## config.mk

```make
export PLATFORM = sky130hd
export DESIGN_NAME = acq_sequencer
export DESIGN_NICKNAME = d
export VERILOG_FILES = /design/src/rtl/acq_pkg.sv /design/src/rtl/acq_decimator.sv /design/src/rtl/acq_trig_detect.sv /design/src/rtl/acq_sequencer.sv
export SDC_FILE = /design/constraint.sdc
export NUM_CORES = 1
export LEC_CHECK = 0
export ABC_AREA = 0
export BUFFER_PORTS_ARGS = -buffer_cell sky130_fd_sc_hd__buf_4
export CORE_MARGIN = 3
export CORE_UTILIZATION = 28
export DETAILED_ROUTE_END_ITERATION = 10
export GPL_ROUTABILITY_DRIVEN = 0
export PLACE_DENSITY = 0.52
export SYNTH_ARGS = -nofsm -noshare
export SYNTH_HDL_FRONTEND = slang
export SYNTH_SLANG_ARGS = --single-unit
```

## constraint.sdc

```tcl
create_clock -name clk -period 8.5 [get_ports clk]
set_input_delay 0.425 -clock clk [delete_from_list [all_inputs] [get_ports clk]]
set_output_delay 0.425 -clock clk [all_outputs]
set_load 0.01 [all_outputs]
```

## src/rtl/acq_pkg.sv

```systemverilog
package acq_pkg;

    typedef enum logic [1:0] {
        ST_IDLE = 2'd0,
        ST_PRE  = 2'd1,
        ST_ARM  = 2'd2,
        ST_POST = 2'd3
    } acq_state_e;

    localparam logic [7:0] CMD_START = 8'd1;
    localparam logic [7:0] CMD_STOP  = 8'd2;
    localparam logic [7:0] CMD_SOFT  = 8'd3;

    localparam logic [3:0] RA_CMD  = 4'd0;
    localparam logic [3:0] RA_STAT = 4'd1;
    localparam logic [3:0] RA_TCFG = 4'd2;
    localparam logic [3:0] RA_RATE = 4'd3;
    localparam logic [3:0] RA_PRE  = 4'd4;
    localparam logic [3:0] RA_POST = 4'd5;
    localparam logic [3:0] RA_TPOS = 4'd6;
    localparam logic [3:0] RA_GCNT = 4'd7;
    localparam logic [3:0] RA_SCNT = 4'd8;

    // trigger setup word, bit 0 is the last field
    typedef struct packed {
        logic [15:0] thresh;
        logic [9:0]  spare;
        logic [1:0]  chan;
        logic        sw_en;
        logic        hw_en;
        logic        falling;
        logic        external;
    } trig_cfg_t;

endpackage

```

## src/rtl/acq_decimator.sv

```systemverilog
module acq_decimator #(
    parameter int RW = 16
) (
    input  logic          clk,
    input  logic          rst_n,
    input  logic          restart,
    input  logic          valid,
    input  logic [RW-1:0] factor,
    output logic          tick
);
    logic [RW-1:0] cnt_d, cnt_q;
    logic [RW-1:0] last;

    always_comb begin
        last  = (factor == '0) ? '0 : factor - 1'b1;
        tick  = valid && (cnt_q >= last);
        cnt_d = cnt_q;
        if (restart)
            cnt_d = '0;
        else if (valid)
            cnt_d = tick ? '0 : cnt_q + 1'b1;
    end

    always_ff @(posedge clk) begin
        if (!rst_n) cnt_q <= '0;
        else        cnt_q <= cnt_d;
    end
endmodule

```

## src/rtl/acq_trig_detect.sv

```systemverilog
module acq_trig_detect #(
    parameter int NCH = 4,
    parameter int SW  = 16
) (
    input  logic              clk,
    input  logic              rst_n,
    input  logic              tick,
    input  logic [NCH*SW-1:0] samples,
    input  logic              ext_in,
    input  logic [15:0]       thresh,
    input  logic [1:0]        chan,
    input  logic              external,
    input  logic              falling,
    input  logic              hw_en,
    output logic              hw_hit
);
    typedef struct packed {
        logic [NCH*SW-1:0] smp;
        logic              ext;
    } hist_t;

    hist_t h_d, h_q;
    int unsigned sel;
    logic [SW-1:0] cur_raw, old_raw;
    logic signed [31:0] cur_v, old_v, thr_v;
    logic rise_int, fall_int, rise_ext, fall_ext, edge_hit;

    always_comb begin
        sel      = 32'(chan) % NCH;
        cur_raw  = samples[sel*SW +: SW];
        old_raw  = h_q.smp[sel*SW +: SW];
        cur_v    = {{(32-SW){cur_raw[SW-1]}}, cur_raw};
        old_v    = {{(32-SW){old_raw[SW-1]}}, old_raw};
        thr_v    = {{16{thresh[15]}}, thresh};
        rise_int = (old_v < thr_v) && (cur_v >= thr_v);
        fall_int = (old_v >= thr_v) && (cur_v < thr_v);
        rise_ext = !h_q.ext && ext_in;
        fall_ext = h_q.ext && !ext_in;
        if (external) edge_hit = falling ? fall_ext : rise_ext;
        else          edge_hit = falling ? fall_int : rise_int;
        hw_hit   = tick && hw_en && edge_hit;
        h_d      = h_q;
        if (tick) begin
            h_d.smp = samples;
            h_d.ext = ext_in;
        end
    end

    always_ff @(posedge clk) begin
        if (!rst_n) h_q <= '0;
        else        h_q <= h_d;
    end
endmodule

```

## src/rtl/acq_sequencer.sv

```systemverilog
module acq_sequencer
    import acq_pkg::*;
#(
    parameter int NCH       = 4,
    parameter int SW        = 16,
    parameter int BUF_SLOTS = 8,
    parameter int CNT_W     = 32,
    parameter int GCNT_W    = 32,
    localparam int DEPTH    = NCH * BUF_SLOTS,
    localparam int AW       = $clog2(DEPTH)
) (
    input  logic              clk,
    input  logic              rst_n,
    input  logic              reg_wr,
    input  logic [3:0]        reg_addr,
    input  logic [31:0]       reg_wdata,
    output logic [31:0]       reg_rdata,
    input  logic              smp_valid,
    input  logic [NCH*SW-1:0] smp_data,
    input  logic              ext_trig,
    output logic              mem_we,
    output logic [AW-1:0]     mem_addr,
    output logic [NCH*SW-1:0] mem_data,
    output logic              trig_pulse,
    output logic              eos_pulse
);
    typedef struct packed {
        acq_state_e        st;
        trig_cfg_t         tcfg;
        logic [15:0]       rate;
        logic [CNT_W-1:0]  pre;
        logic [CNT_W-1:0]  post;
        logic [CNT_W-1:0]  shot;
        logic [GCNT_W-1:0] gcnt;
        logic [AW-1:0]     wptr;
        logic [AW-1:0]     tpos;
        logic [AW-1:0]     waddr;
        logic [NCH*SW-1:0] wdata;
        logic              we;
        logic              tp;
        logic              ep;
    } seq_t;

    seq_t sq_d, sq_q;
    logic tick, hw_hit, rate_wr;
    logic cmd_wr, soft_ok, fire;
    logic [7:0] cmd;
    logic [AW:0] ptr_sum;
    logic [AW-1:0] ptr_next, ptr_prev;
    logic [CNT_W-1:0] shot_inc, total;
    logic [1:0] st_q;

    assign rate_wr = reg_wr && (reg_addr == RA_RATE);
    assign st_q    = sq_q.st;

    acq_decimator #(.RW(16)) u_dec (
        .clk     (clk),
        .rst_n   (rst_n),
        .restart (rate_wr),
        .valid   (smp_valid),
        .factor  (sq_q.rate),
        .tick    (tick)
    );

    acq_trig_detect #(.NCH(NCH), .SW(SW)) u_trig (
        .clk      (clk),
        .rst_n    (rst_n),
        .tick     (tick),
        .samples  (smp_data),
        .ext_in   (ext_trig),
        .thresh   (sq_q.tcfg.thresh),
        .chan     (sq_q.tcfg.chan),
        .external (sq_q.tcfg.external),
        .falling  (sq_q.tcfg.falling),
        .hw_en    (sq_q.tcfg.hw_en),
        .hw_hit   (hw_hit)
    );

    always_comb begin
        cmd      = reg_wdata[7:0];
        cmd_wr   = reg_wr && (reg_addr == RA_CMD);
        soft_ok  = cmd_wr && (cmd == CMD_SOFT) && sq_q.tcfg.sw_en;
        fire     = (sq_q.st == ST_ARM) && (hw_hit || soft_ok);
        ptr_sum  = {1'b0, sq_q.wptr} + (AW+1)'(NCH);
        ptr_next = (ptr_sum >= (AW+1)'(DEPTH)) ? '0 : ptr_sum[AW-1:0];
        ptr_prev = (sq_q.wptr < AW'(NCH)) ? AW'(DEPTH - NCH) : sq_q.wptr - AW'(NCH);
        shot_inc = sq_q.shot + 1'b1;
        total    = sq_q.pre + sq_q.post;

        sq_d    = sq_q;
        sq_d.we = 1'b0;
        sq_d.tp = 1'b0;
        sq_d.ep = 1'b0;

        if (reg_wr) begin
            case (reg_addr)
                RA_TCFG: sq_d.tcfg = trig_cfg_t'(reg_wdata);
                RA_RATE: sq_d.rate = reg_wdata[15:0];
                RA_PRE:  sq_d.pre  = reg_wdata[CNT_W-1:0];
                RA_POST: sq_d.post = reg_wdata[CNT_W-1:0];
                default: ;
            endcase
        end

        if (tick) sq_d.gcnt = sq_q.gcnt + 1'b1;
        if (cmd_wr && reg_wdata[31]) sq_d.gcnt = '0;

        if (cmd_wr && cmd == CMD_STOP) begin
            sq_d.st = ST_IDLE;
        end else if (cmd_wr && cmd == CMD_START && sq_q.st == ST_IDLE) begin
            sq_d.st   = (sq_q.pre == '0) ? ST_ARM : ST_PRE;
            sq_d.shot = '0;
            sq_d.wptr = '0;
        end else begin
            if (tick && sq_q.st != ST_IDLE) begin
                sq_d.we    = 1'b1;
                sq_d.waddr = sq_q.wptr;
                sq_d.wdata = smp_data;
                sq_d.wptr  = ptr_next;
            end
            case (sq_q.st)
                ST_PRE: if (tick) begin
                    sq_d.shot = shot_inc;
                    if (shot_inc == sq_q.pre) sq_d.st = ST_ARM;
                end
                ST_ARM: if (fire) begin
                    sq_d.tp   = 1'b1;
                    sq_d.tpos = tick ? sq_q.wptr : ptr_prev;
                    if (sq_q.post == '0) begin
                        sq_d.st = ST_IDLE;
                        sq_d.ep = 1'b1;
                    end else begin
                        sq_d.st = ST_POST;
                    end
                end
                ST_POST: if (tick) begin
                    sq_d.shot = shot_inc;
                    if (shot_inc == total) begin
                        sq_d.st = ST_IDLE;
                        sq_d.ep = 1'b1;
                    end
                end
                default: ;
            endcase
        end
    end

    always_ff @(posedge clk) begin
        if (!rst_n) sq_q <= '0;
        else        sq_q <= sq_d;
    end

    always_comb begin
        case (reg_addr)
            RA_STAT: reg_rdata = 32'(sq_q.st);
            RA_TCFG: reg_rdata = sq_q.tcfg;
            RA_RATE: reg_rdata = {16'b0, sq_q.rate};
            RA_PRE:  reg_rdata = 32'(sq_q.pre);
            RA_POST: reg_rdata = 32'(sq_q.post);
            RA_TPOS: reg_rdata = 32'(sq_q.tpos);
            RA_GCNT: reg_rdata = 32'(sq_q.gcnt);
            RA_SCNT: reg_rdata = 32'(sq_q.shot);
            default: reg_rdata = '0;
        endcase
    end

    assign mem_we     = sq_q.we;
    assign mem_addr   = sq_q.waddr;
    assign mem_data   = sq_q.wdata;
    assign trig_pulse = sq_q.tp;
    assign eos_pulse  = sq_q.ep;
endmodule

```

==> out/results.ini <==
[sta]
hold_viol_final=0
slew_violations=0
period_needed_ns=5.77
worst_pin_slew_ns=1.22
finClkSkew_ns=0.0432
max_freq_mhz=173
rsz0062_at_grt=false
tns_ns=0
period_share=0.679
relSlewSlack=0.165
setup-violations-final=0

[yosys]
yosysUniqueCellTypes=77
synth-compound-area-share=0.170
synth_adder_area_share=0.0525
syn_area_um2=20900
synth_top_cell_by_area=dfxtp_1
netlist.area_leader.share=0.322
synth_top_family_by_area=simple AND/OR/NAND/NOR gates
synth_xor_area_frac=0.0764
synth_flop_cell=dfxtp_1
ys_seq_elements=336
synth_edf_count=0
syn_avg_cell_area_um2=8.14
synth_cells=2566
async_flop_share=0
synth_mux_area_frac=0.0710
synth_seq_area_share=0.322
ys_warn_count=0
synthTopCellsByArea=dfxtp_1 32%, nand2_1 9.2%, a21boi_0 6.8%
yosys.area_share.simple=0.242

[finish]
area_growth_syn_to_layout_pct=15.4
layout-drive-gt1-share=0.137
fillers=7784
most-common-layout-cells=508 x nand2_1, 334 x dfxtp_1, 228 x buf_4
fin_nets=2786
seq_area_um2=6730
multi_input_comb_area_um2=12800
layout_commonest_cell=nand2_1
diodes=0

[place]
io_buffers=206
dp_hpwl_mm=54.0

[job]
drv_cap=0

[critical_path]
critical_path_class=reg -> reg
r2r_start=sq_q[217]$_SDFFE_PN0P_
reg2reg_to=sq_q[109]$_SDFFE_PP0N_
cp.required_ns=8.97
path_max_fanout=17
crit_arrival_ns=6.24
crit_path_start_kind=flop
reg2reg_setup_slack_ns=2.73
worst_r2r_path_depth=16
worstSetupEndpointType=flop

[floorplanning]
die_x_um=279
initial_core_util=0.284
core_um2=73500
num_rows=99
io_pins=209
die_h_um=279
dieArea_um2=77900

[detailed_routing]
drc=0
wirelength_mm=73.3
wire_per_inst_um=20.4
dr.pass1.iters=6
ant_nets=0
via_per_inst=5.12
drt_iter0_drc=1341
vias=18346

[power]
vdd_drop_max_v=0.000144
total_power_mw=3.85
cellPowerDensity_nw_per_um2=160
power.leakage_nw=9.12

[clock_tree]
htreeDepth=2
cts_sinks=336
cts_tree=built
root_buffer=clkbuf_16
clk-insertion-delay-late_ns=0.60
ctsResizeCount=0
cts_setup_buffers=0
holdBufCountCts=0
clk_pin_slew_worst_paths_ns=0.06
cts_buffers=43
clk_path_buf_depth=3

[hold_path]
hold_depth=3
hold_class=in -> reg
whs_endpoint=mem_data[44]$_SDFFE_PN0P_
hp-start=smp_data[44]

[global_route]
grt_pass1_vias=17930
grt_pass1_wl_mm=111
antenna_found_initial=1
grt_start_max_net_pins=105
grt_overflow=0
track_usage=0.183

[status]
status=finished clean

-- layout make-up --
cell class	instances	area share
Clock buffer	64	0.0529
Clock inverter	14	0.00712
Multi-Input combinational cell	1945	0.533
Inverter	39	0.00608
Sequential cell	336	0.279
Tap cell	959	0.0498
Timing Repair Buffer	229	0.0715
-- power breakdown --
part	leakage (nW)	internal (mW)	switching (mW)	total (mW)
clock	0.702	1.08	0.785	1.87
combinational	5.71	0.156	0.204	0.360
sequential	2.71	1.60	0.0250	1.62
-- metal layers --
layer / routed length, um / vias up / global-route usage
met4: 2390 / 2 / 0.0630
met2: 34400 / 516 / 0.305
met5: 17 / - / 0
met3: 4540 / 125 / 0.0420
met1: 32000 / 8747 / 0.232
li1: - / 8956 / -
-- Yosys cell counts (47+ instances only) --
cell      number
nand3_1       76
xnor2_1      104
buf_4         73
nor2_1       125
a22oi_1       61
nor2b_1      104
a21boi_0     189
ha_1          86
clkbuf_1     158
a21oi_1       89
o21ai_0       64
nor3_1        47
mux2i_1       76
xor2_1        65
nand2_1      510
dfxtp_1      336
-- worst max-delay path: stages, from the launching register on --
cell and delay, ns:
dfxtp_1 0.37, or4_1 0.61, nor4_1 0.31, nor2b_1 0.23
nand4b_1 0.53, nand2_1 0.21, ha_1 0.15, and3_1 0.16
nand3_1 0.10, a2111oi_0 0.71, a21oi_4 0.30, and4b_1 0.51
and2_1 0.30, nor2b_1 0.69, nor2b_1 0.26, xnor2_1 0.14
nor2_1 0.05
-- logic make-up after synthesis --
kind of cell	after synthesis
AND/OR/NAND/NOR	1060
AO/OA/AOI/OAI	514
flip-flops	336
buffers and inverters	286
XOR/XNOR	174
multiplexers	108
adder cells (fa/ha/maj)	87
other	1
-- worst max-delay path by stage --
| stage | cells past startpoint | to | from |
|---|---|---|---|
| 6_report | 16 | sq_q[109]$_SDFFE_PP0N_ | sq_q[217]$_SDFFE_PN0P_ |
| 3_5_place_dp | 16 | sq_q[109]$_SDFFE_PP0N_ | sq_q[217]$_SDFFE_PN0P_ |
| 2_1_floorplan | 19 | mem_addr[2]$_SDFFE_PN0P_ | sq_q[217]$_SDFFE_PN0P_ |
| 4_1_cts | 16 | sq_q[109]$_SDFFE_PP0N_ | sq_q[217]$_SDFFE_PN0P_ |
| 5_1_grt | 16 | sq_q[109]$_SDFFE_PP0N_ | sq_q[217]$_SDFFE_PN0P_ |
| 3_3_place_gp | 16 | sq_q[109]$_SDFFE_PP0N_ | sq_q[217]$_SDFFE_PN0P_ |
-- registers in the layout, indices dropped and copies added, names as in the netlist --
register / flops
sq_q: 183
u_trig.h_q: 65
u_dec.cnt_q: 16
eos_pulse: 1
mem_we: 1
trig_pulse: 1
mem_data: 64
mem_addr: 3
st_q: 2
-- stage by stage --
stage	util	setup WS (ns)	cells	hold WS, ns	cell area (um2)
floorplan	-	4.20	2567	0.422	20900
global placement	0.308	2.85	3508	0.455	22600
detailed placement	0.308	2.81	3508	0.458	22600
CTS	0.328	2.81	3586	0.0612	24100
global route	0.328	2.24	3586	0.0794	24100
finish	0.328	2.73	3586	0.0987	24100
No activity file was read; power rests on OpenSTA's default activity.
